**src/rtl/jtag_tap_pkg.sv**
```systemverilog
package jtag_tap_pkg;

   localparam int IR_W = 3;

   typedef enum logic [3:0] {
      S_TLR, S_RTI,
      S_SEL_DR, S_CAP_DR, S_SHF_DR, S_EX1_DR, S_PAU_DR, S_EX2_DR, S_UPD_DR,
      S_SEL_IR, S_CAP_IR, S_SHF_IR, S_EX1_IR, S_PAU_IR, S_EX2_IR, S_UPD_IR
   } tap_state_e;

   typedef enum logic [1:0] {SEL_BYP, SEL_ID, SEL_BSR} dr_sel_e;

   localparam logic [IR_W-1:0] OP_EXTEST  = 3'b000;
   localparam logic [IR_W-1:0] OP_IDCODE  = 3'b001;
   localparam logic [IR_W-1:0] OP_SAMPLEZ = 3'b010;
   localparam logic [IR_W-1:0] OP_SAMPLE  = 3'b100;
   localparam logic [IR_W-1:0] OP_BYPASS  = 3'b111;
   localparam logic [IR_W-1:0] IR_CAPTURE = 3'b001;

   function automatic tap_state_e tap_next(input tap_state_e s, input logic tms);
      case (s)
         S_TLR:    return tms ? S_TLR    : S_RTI;
         S_RTI:    return tms ? S_SEL_DR : S_RTI;
         S_SEL_DR: return tms ? S_SEL_IR : S_CAP_DR;
         S_CAP_DR: return tms ? S_EX1_DR : S_SHF_DR;
         S_SHF_DR: return tms ? S_EX1_DR : S_SHF_DR;
         S_EX1_DR: return tms ? S_UPD_DR : S_PAU_DR;
         S_PAU_DR: return tms ? S_EX2_DR : S_PAU_DR;
         S_EX2_DR: return tms ? S_UPD_DR : S_SHF_DR;
         S_UPD_DR: return tms ? S_SEL_DR : S_RTI;
         S_SEL_IR: return tms ? S_TLR    : S_CAP_IR;
         S_CAP_IR: return tms ? S_EX1_IR : S_SHF_IR;
         S_SHF_IR: return tms ? S_EX1_IR : S_SHF_IR;
         S_EX1_IR: return tms ? S_UPD_IR : S_PAU_IR;
         S_PAU_IR: return tms ? S_EX2_IR : S_PAU_IR;
         S_EX2_IR: return tms ? S_UPD_IR : S_SHF_IR;
         S_UPD_IR: return tms ? S_SEL_DR : S_RTI;
         default:  return S_TLR;
      endcase
   endfunction

   function automatic dr_sel_e op_decode(input logic [IR_W-1:0] op);
      case (op)
         OP_EXTEST, OP_SAMPLEZ, OP_SAMPLE: return SEL_BSR;
         OP_IDCODE:                        return SEL_ID;
         default:                          return SEL_BYP;
      endcase
   endfunction

endpackage

```
**src/rtl/tap_fsm.sv**
```systemverilog
module tap_fsm
   import jtag_tap_pkg::*;
(
   input  logic       tck,
   input  logic       rst_n,
   input  logic       tms,
   output tap_state_e state
);

   always_ff @(posedge tck or negedge rst_n) begin
      if (!rst_n) state <= S_TLR;
      else        state <= tap_next(state, tms);
   end

endmodule

```
**src/rtl/tap_ir.sv**
```systemverilog
module tap_ir
   import jtag_tap_pkg::*;
(
   input  logic            tck,
   input  logic            rst_n,
   input  tap_state_e      state,
   input  logic            tdi,
   output logic [IR_W-1:0] instr,
   output logic            ir_lsb
);

   logic [IR_W-1:0] ir_sh;

   always_ff @(posedge tck or negedge rst_n) begin
      if (!rst_n)                 ir_sh <= IR_CAPTURE;
      else if (state == S_CAP_IR) ir_sh <= IR_CAPTURE;
      else if (state == S_SHF_IR) ir_sh <= {tdi, ir_sh[IR_W-1:1]};
   end

   always_ff @(negedge tck or negedge rst_n) begin
      if (!rst_n)                 instr <= OP_IDCODE;
      else if (state == S_TLR)    instr <= OP_IDCODE;
      else if (state == S_UPD_IR) instr <= ir_sh;
   end

   assign ir_lsb = ir_sh[0];

endmodule

```
**src/rtl/tap_dr.sv**
```systemverilog
module tap_dr
   import jtag_tap_pkg::*;
#(
   parameter int          NUM_PINS = 8,
   parameter int          NUM_FILL = 3,
   parameter logic [31:0] IDCODE   = 32'h1A2B_C0DF
)(
   input  logic                tck,
   input  tap_state_e          state,
   input  dr_sel_e             sel,
   input  logic                tdi,
   input  logic [NUM_PINS-1:0] pins,
   output logic                dr_lsb
);

   localparam int BSR_LEN = NUM_PINS + NUM_FILL;
   localparam int ID_W    = 32;

   logic               byp_q;
   logic [ID_W-1:0]    id_q;
   logic [BSR_LEN-1:0] bsr_q;
   logic [BSR_LEN-1:0] bsr_cap;

   for (genvar i = 0; i < BSR_LEN; i++) begin : g_cell
      if (i < NUM_PINS) begin : g_pin
         assign bsr_cap[i] = pins[i];
      end else begin : g_fill
         assign bsr_cap[i] = 1'b1;
      end
   end

   wire cap = (state == S_CAP_DR);
   wire shf = (state == S_SHF_DR);

   always_ff @(posedge tck) begin
      if (sel == SEL_BYP) begin
         if (cap)      byp_q <= 1'b0;
         else if (shf) byp_q <= tdi;
      end
   end

   always_ff @(posedge tck) begin
      if (sel == SEL_ID) begin
         if (cap)      id_q <= IDCODE;
         else if (shf) id_q <= {tdi, id_q[ID_W-1:1]};
      end
   end

   always_ff @(posedge tck) begin
      if (sel == SEL_BSR) begin
         if (cap)      bsr_q <= bsr_cap;
         else if (shf) bsr_q <= {tdi, bsr_q[BSR_LEN-1:1]};
      end
   end

   always_comb begin
      case (sel)
         SEL_ID:  dr_lsb = id_q[0];
         SEL_BSR: dr_lsb = bsr_q[0];
         default: dr_lsb = byp_q;
      endcase
   end

endmodule

```
**src/rtl/jtag_tap_port.sv**
```systemverilog
module jtag_tap_port
   import jtag_tap_pkg::*;
#(
   parameter int          NUM_PINS = 8,
   parameter int          NUM_FILL = 3,
   parameter logic [31:0] IDCODE   = 32'h1A2B_C0DF,
   parameter bit          USE_TRST = 1'b1
)(
   input  logic                tck,
   input  logic                trst_n,
   input  logic                tms,
   input  logic                tdi,
   input  logic [NUM_PINS-1:0] pin_levels,
   output logic                tdo,
   output logic                tdo_en,
   output logic                dev_hiz_req
);

   if (NUM_PINS < 1) begin : g_bad_pins
      $error("NUM_PINS must be at least 1");
   end
   if (NUM_PINS + NUM_FILL < 2) begin : g_bad_len
      $error("boundary chain must be at least 2 cells");
   end
   if (IDCODE[0] != 1'b1) begin : g_bad_id
      $error("IDCODE bit 0 must be 1");
   end

   logic rst_int;
   if (USE_TRST) begin : g_trst
      assign rst_int = trst_n;
   end else begin : g_no_trst
      assign rst_int = 1'b1;
   end

   tap_state_e      st;
   logic [IR_W-1:0] instr;
   logic            ir_lsb;
   logic            dr_lsb;
   dr_sel_e         sel;

   tap_fsm i_fsm (.tck(tck), .rst_n(rst_int), .tms(tms), .state(st));

   tap_ir i_ir (
      .tck(tck), .rst_n(rst_int), .state(st), .tdi(tdi),
      .instr(instr), .ir_lsb(ir_lsb)
   );

   assign sel = op_decode(instr);

   tap_dr #(.NUM_PINS(NUM_PINS), .NUM_FILL(NUM_FILL), .IDCODE(IDCODE)) i_dr (
      .tck(tck), .state(st), .sel(sel), .tdi(tdi),
      .pins(pin_levels), .dr_lsb(dr_lsb)
   );

   always_ff @(negedge tck or negedge rst_int) begin
      if (!rst_int) begin
         tdo    <= 1'b0;
         tdo_en <= 1'b0;
      end else begin
         tdo_en <= (st == S_SHF_IR) || (st == S_SHF_DR);
         tdo    <= (st == S_SHF_IR) ? ir_lsb : dr_lsb;
      end
   end

   assign dev_hiz_req = (instr == OP_EXTEST) || (instr == OP_SAMPLEZ);

endmodule

```
**config.mk**
```make
export PLATFORM = sky130hd
export DESIGN_NAME = jtag_tap_port
export DESIGN_NICKNAME = d
export VERILOG_FILES = /design/src/rtl/jtag_tap_pkg.sv /design/src/rtl/tap_fsm.sv /design/src/rtl/tap_ir.sv /design/src/rtl/tap_dr.sv /design/src/rtl/jtag_tap_port.sv
export SDC_FILE = /design/constraint.sdc
export NUM_CORES = 1
export LEC_CHECK = 0
export BUFFER_PORTS_ARGS = -buffer_cell sky130_fd_sc_hd__buf_2
export CORE_MARGIN = 2
export CORE_UTILIZATION = 25
export DETAILED_ROUTE_END_ITERATION = 7
export GPL_ROUTABILITY_DRIVEN = 0
export HOLD_SLACK_MARGIN = 0.15
export SKIP_CTS_REPAIR_TIMING = 1
export SYNTH_ARGS = -nofsm -noshare
export SYNTH_HDL_FRONTEND = slang
export SYNTH_SLANG_ARGS = --single-unit
export TNS_END_PERCENT = 5
```
**constraint.sdc**
```tcl
create_clock -name tck -period 2.55 [get_ports tck]
set_clock_uncertainty 0.15 [all_clocks]
set_input_delay 0.255 -clock tck [delete_from_list [all_inputs] [get_ports tck]]
set_output_delay 0.255 -clock tck [all_outputs]
set_load 0.02 [all_outputs]
```
==> impl_metrics.ini, run 1 <==
[outcome]
status = finished with violations
violations = setup timing

[power]
ir_drop_mv = 0.3081
p_int_mw = 2.150
p_leak_nw = 1.129
sw_frac_of_total_pct = 31.66
p_seq_share_pct = 47.0
p_per_area_nw_per_um2 = 1020
comb_power_share_pct = 37.3
pwr-share-clk_pct = 15.7
power.switching_mw = 0.9962

[min_path]
hold_class = input pin to async pin

[detailed_routing]
wl_per_cell_um = 11.48
drtAntennaViolNets = 0
vias = 1468
remaining_drc_errors = 0
dr.pass1.iters = 4
viasPerCell = 4.066
wl_um = 4145
drtIter0Drc = 49

[yosys]
synth_warnings = 0
synth_flop_cell = edfxtp_1
synth_area_um2 = 2470
avgSynthCellArea_um2 = 13.21
yosys.area_share.simple_pct = 17.68
synthArstFlopShare_pct = 21.43
synth_seq_cells = 56
synthXorXnorAreaFrac_pct = 0.3546
synth_fa_ha_area_share_pct = 1.520
syn-num-nets = 202
muxShareOfSynthArea_pct = 3.647
syn_inst = 187
synth-edff-count = 44
yosysSeqAreaShare_pct = 65.75
synth_top_family_by_area = simple AND/OR/NAND/NOR gates
synth_compound_area_share_pct = 6.839
synthDistinctLibCells = 39

[sta]
fin_tns_setup_ns = -26.59
worstMarginPinSlew_ns = 0.4966
rsz0062_at_grt = true
drv_slew = 0
final-setup-viol-count = 48
setup_slack_ns = -0.6259
final_hold_viol_count = 0
max_slew_margin_pct = 66.78

[worst_setup_path]
crit_start = i_ir.instr[0]
end_kind = flip-flop
cp_max_fo = 16
critPathKind = flip-flop to flip-flop
crit_path_end = i_dr.id_q[17]
cp.arrival_ns = 3.05
regToRegEndpoint = i_dr.id_q[17]
r2r_start = i_ir.instr[0]
cp.required_ns = 2.43
start_kind = flip-flop
reg2reg_slack_ns = -0.63
r2r.worst_path.cells = 6

[floorplanning]
ios = 15
rows = 36
die-width_um = 103.4
dieArea_um2 = 10690
die_h_um = 103.4
design.core.area_um2 = 9684
start_util_pct = 25.50

[grt]
grt_pass1_wl_um = 6396
grt_pass1_vias = 1290
overflow = 0
grt_util_all_layers_pct = 7.752
antenna_found_initial = 0
grt_max_degree = 26

[clock_tree]
cts_root_buf = clkbuf_8
cts.path.max_buffers = 2
cts.sink_count = 56
clk_pin_slew_ns = 0.10
ctsHtreeMaxLevel = 2
numCtsBuffers = 5
cts_tree = done
insertion_delay_ns = 0.35

[final_layout]
drive_gt1_share_pct = 37.72
final_core_util_pct = 31.85
nets = 242
num_antenna_cells = 0
area_growth_pct = 24.87
fin_cells = 361
nFillCells = 971

[placement]
pre_cts_ws_ns = -0.6283
dp_cells = 341
hpwlAfterDp_um = 2621
portBuffers = 14

[job]
maxCapViolCount = 0
[critical path, cell delays in order (launching register included)]
cell and delay, ns:
dfstp_2 0.53, inv_2 0.04, or3_4 0.34, inv_2 0.07
ha_4 0.12, and2_4 0.17, buf_12 0.15
[power groups by stage]
| stage | combinational (mW) | clock (mW) | sequential, mW |
|---|---|---|---|
| final | 1.17 | 0.494 | 1.48 |
| after floorplan | 0.756 | 0.00491 | 1.47 |
| after global placement | 1.07 | 0.00491 | 1.49 |
| after CTS | 1.11 | 0.520 | 1.47 |
| after detailed placement | 1.10 | 0.00491 | 1.48 |
| after global routing | 1.31 | 0.550 | 1.51 |
[placed cells by master, fill, tap and decap left out, types with 3 or more instances in the layout]
cell type / n
dfrtn_1: 4
buf_4: 17
o22ai_1: 5
inv_2: 3
dlygate4sd3_1: 10
edfxtp_1: 44
nand2_1: 9
buf_2: 12
mux2_2: 8
o21ai_0: 4
dfrtp_1: 6
nand3b_1: 3
buf_6: 3
or2_2: 20
clkbuf_8: 5
a21oi_1: 4
inv_1: 6
nor2b_1: 18
nor2_1: 4
nand2b_1: 3
[cells in the mapped netlist (3+ instances only)]
master    instances  area share [%]
a21oi_1           7             1.4
and2_1            3            0.76
buf_2             7             1.4
dfrtn_1           4             4.1
dfrtp_1           6             6.1
edfxtp_1         44              53
ha_1              3             1.5
inv_1             9             1.4
mux2_2            8             3.6
nand2_1           9             1.4
nand2b_1          3            0.76
nand3b_1          3            0.91
nor2_1            4            0.61
nor2b_1          18             4.6
o21ai_0           4            0.81
o22ai_1           5             1.3
or2_2            20             5.1
[state kept, by name, indices dropped and copies added (netlist names)]
signal and flops:
tdo 1, i_dr.byp_q 1, i_ir.instr 3, tdo_en 1
i_fsm.state 4, i_ir.ir_sh 3, i_dr.bsr_q 11, i_dr.id_q 32
[layout make-up]
class / instances / area [µm²] / area share (%)
inverters: 8 / 30.03 / 0.9736
repair buffers: 44 / 361.6 / 11.72
flip-flops and latches: 56 / 1624 / 52.66
clock inverters: 4 / 25.02 / 0.8114
clock buffers: 5 / 68.82 / 2.231
multi-input cells: 111 / 808.3 / 26.21
well taps: 133 / 166.4 / 5.396
[metal layers]
layer  vias to the layer above  global-route usage, %  share of wire (%)
met3                         2                  1.210                1.4
met4                         0                  3.644                1.1
met2                        15                  11.12                 47
met1                       707                  11.41                 50
met5                         -                      0                  0
li1                        744                      -                  -
[worst min path at each step]
| stage | slack (ns) | endpoint |
|---|---|---|
| 2_1_floorplan | -0.19 | i_fsm.state[0] |
| 3_3_place_gp | -0.006 | i_fsm.state[0] |
| 3_5_place_dp | -0.00004 | i_fsm.state[0] |
| 4_1_cts | -0.35 | i_fsm.state[0] |
| 5_1_grt | 0.21 | i_fsm.state[3] |
| 6_report | 0.19 | i_fsm.state[0] |
[per-stage QoR]
step / power (mW) / instance area (µm²) / hold WS (ns)
after floorplan: 2.234 / 2490 / -0.1906
after global placement: 2.571 / 2824 / -0.005659
after detailed placement: 2.593 / 2824 / -0.00003658
after CTS: 3.099 / 2914 / -0.3531
after global routing: 3.366 / 3084 / 0.2062
final: 3.146 / 3084 / 0.1873
[logic make-up (layout without fill, tap and decap cells)]
| family | Yosys count | count (layout) |
|---|---|---|
| compound gates | 26 | 26 |
| fa+ha+maj | 3 | 3 |
| buf+inv | 21 | 61 |
| mux | 8 | 8 |
| xor+xnor | 1 | 1 |
| flops | 56 | 56 |
| simple gates | 72 | 73 |
Power figures use the tool's default switching activity.
==> run 2, diff against run 1 <==
BUFFER_PORTS_ARGS = -buffer_cell sky130_fd_sc_hd__buf_4   (was -buffer_cell sky130_fd_sc_hd__buf_2)
==> run 2 against run 1 <==
Net effect:
- first-iteration DRC count rose by 110%
- count of clock-buffer cells in the layout rose by 3
- utilization rose by 0.50 points
- die area did not move
- the flow still finishes with violations (setup timing)
- combinational power barely moved
- worst setup slack got worse by 0.024 ns
==> impl_metrics.ini, run 2 (synthesized netlist as in run 1, its figures left out) <==
[outcome]
status = finished with violations
violations = setup timing

[grt]
grt_util_met3_pct = 1.882
antenna_found_initial = 0
grt_pass1_vias = 1413
grt_max_degree = 34
grt_util_all_layers_pct = 8.100
overflow = 0
top_usage_layer = met2
use_met1_pct = 10.94
grt_pass1_wl_um = 6693
grtUsageMet2_pct = 12.26

[sta]
fin_tns_setup_ns = -27.25
max_slew_margin_pct = 65.06
final-setup-viol-count = 48
drv_slew = 0
final_hold_viol_count = 0
worstMarginPinSlew_ns = 0.5224
rsz0062_at_grt = true
setup_slack_ns = -0.6501

[detailed_routing]
vias = 1506
wl_um = 4412
dr.pass1.iters = 4
viasPerCell = 4.195
remaining_drc_errors = 0
wl_per_cell_um = 12.29
drtIter0Drc = 102
drtAntennaViolNets = 0

[placement]
portBuffers = 14
hpwlAfterDp_um = 2702
dpl_cell_area_um2 = 2836

[final_layout]
area_growth_pct = 26.85
layout_common_cells = edfxtp_1 (44), buf_4 (27), or2_2 (20)
top_register = i_dr.id_q
top_regs = i_dr.id_q x32, i_dr.bsr_q x11, i_fsm.state x4
nets = 240
nFillCells = 966
layout_commonest_cell = edfxtp_1
largest_reg_flops = 32
drive_gt1_share_pct = 37.17
num_antenna_cells = 0
design_area_um2 = 3133

[clock_tree]
clk_pin_slew_ns = 0.09
insertion_delay_ns = 0.36
cts.sink_count = 56
cts_root_buf = clkbuf_8
numCtsBuffers = 5
cts_tree = done
ctsHtreeMaxLevel = 2
cts.path.max_buffers = 2

[worst_setup_path]
cp_max_fo = 20
reg2reg_slack_ns = -0.65
cp.required_ns = 2.42
critPathKind = flip-flop to flip-flop
start_kind = flip-flop
cp_common_cell = inv_2
regToRegEndpoint = i_dr.id_q[10]
max_stage_delay_ns = 0.52
r2r_start = i_ir.instr[0]
end_kind = flip-flop
r2r.worst_path.cells = 6
slowest_stage = dfstp_2
crit_family = flip-flops
worst-path-buf-inv = 3
worstPathCellList = inv_2 -> or3_4 -> inv_2 -> ha_4 -> and2_4 -> buf_12
cp.arrival_ns = 3.07

[floorplanning]
dieArea_um2 = 10690
start_util_pct = 25.50
rows = 36
design.core.area_um2 = 9684
ios = 15
die-width_um = 103.4
die_h_um = 103.4

[power]
ir_drop_mv = 0.3217
p_per_area_nw_per_um2 = 1037
p_leak_nw = 1.146
power.total_mw = 3.248

[min_path]
hold_end = i_fsm.state[0]
min_path_cells = 3
min_from = tms
hold_class = input pin to flip-flop

[job]
maxCapViolCount = 0
==> run 2: how the worst max path moves through the flow <==
stage / from / endpoint / slack (ns) / depth (start not counted)
finish: i_ir.instr[0] / i_dr.id_q[10] / -0.65 / 6
detailed placement: i_ir.instr[0] / i_dr.id_q[13] / -0.61 / 6
global route: i_ir.instr[0] / i_dr.id_q[10] / -0.70 / 6
floorplan: i_ir.instr[0] / i_dr.id_q[0] / -0.63 / 5
global placement: i_ir.instr[0] / i_dr.id_q[13] / -0.60 / 6
CTS: i_ir.instr[0] / i_dr.id_q[13] / -0.65 / 6
==> run 2: power breakdown <==
group | internal, mW | switching, mW | total [mW] | leakage, nW
Sequential | 1.38 | 0.111 | 1.49 | 0.552
Clock | 0.310 | 0.289 | 0.599 | 0.0680
Combinational | 0.557 | 0.601 | 1.16 | 0.526
==> run 2: final cells by class <==
type | instances | area [µm²] | share of cell area [%]
clock buffers | 8 | 121.4 | 3.874
clock inverters | 1 | 3.754 | 0.1198
inverters | 8 | 30.03 | 0.9585
multi-input cells | 111 | 812.0 | 25.92
flip-flops and latches | 56 | 1624 | 51.84
well taps | 133 | 166.4 | 5.312
repair buffers | 42 | 375.4 | 11.98
==> run 2: layer usage <==
| layer | wire (µm) | share of wire, % |
|---|---|---|
| met1 | 2130 | 48 |
| met2 | 2099 | 48 |
| met3 | 92 | 2.1 |
| met4 | 88 | 2.0 |
| met5 | 0 | 0 |
==> run 2: metrics by stage <==
stage               hold WS [ns]  setup slack [ns]  utilization [%]  std cells
finish                    0.1714           -0.6501            32.35        359
global route              0.1887           -0.6978            32.35        359
global placement        -0.04835           -0.5951            29.29        338
detailed placement      -0.04713           -0.6100            29.29        338
CTS                      -0.3896           -0.6533            30.54        346
floorplan                -0.1906           -0.6259                -        187
==> run 2: worst register-to-register path, stage by stage (launching register included) <==
cell     delay (ns)
dfstp_2        0.52
inv_2          0.03
or3_4          0.34
inv_2          0.08
ha_4           0.12
and2_4         0.17
buf_12         0.17
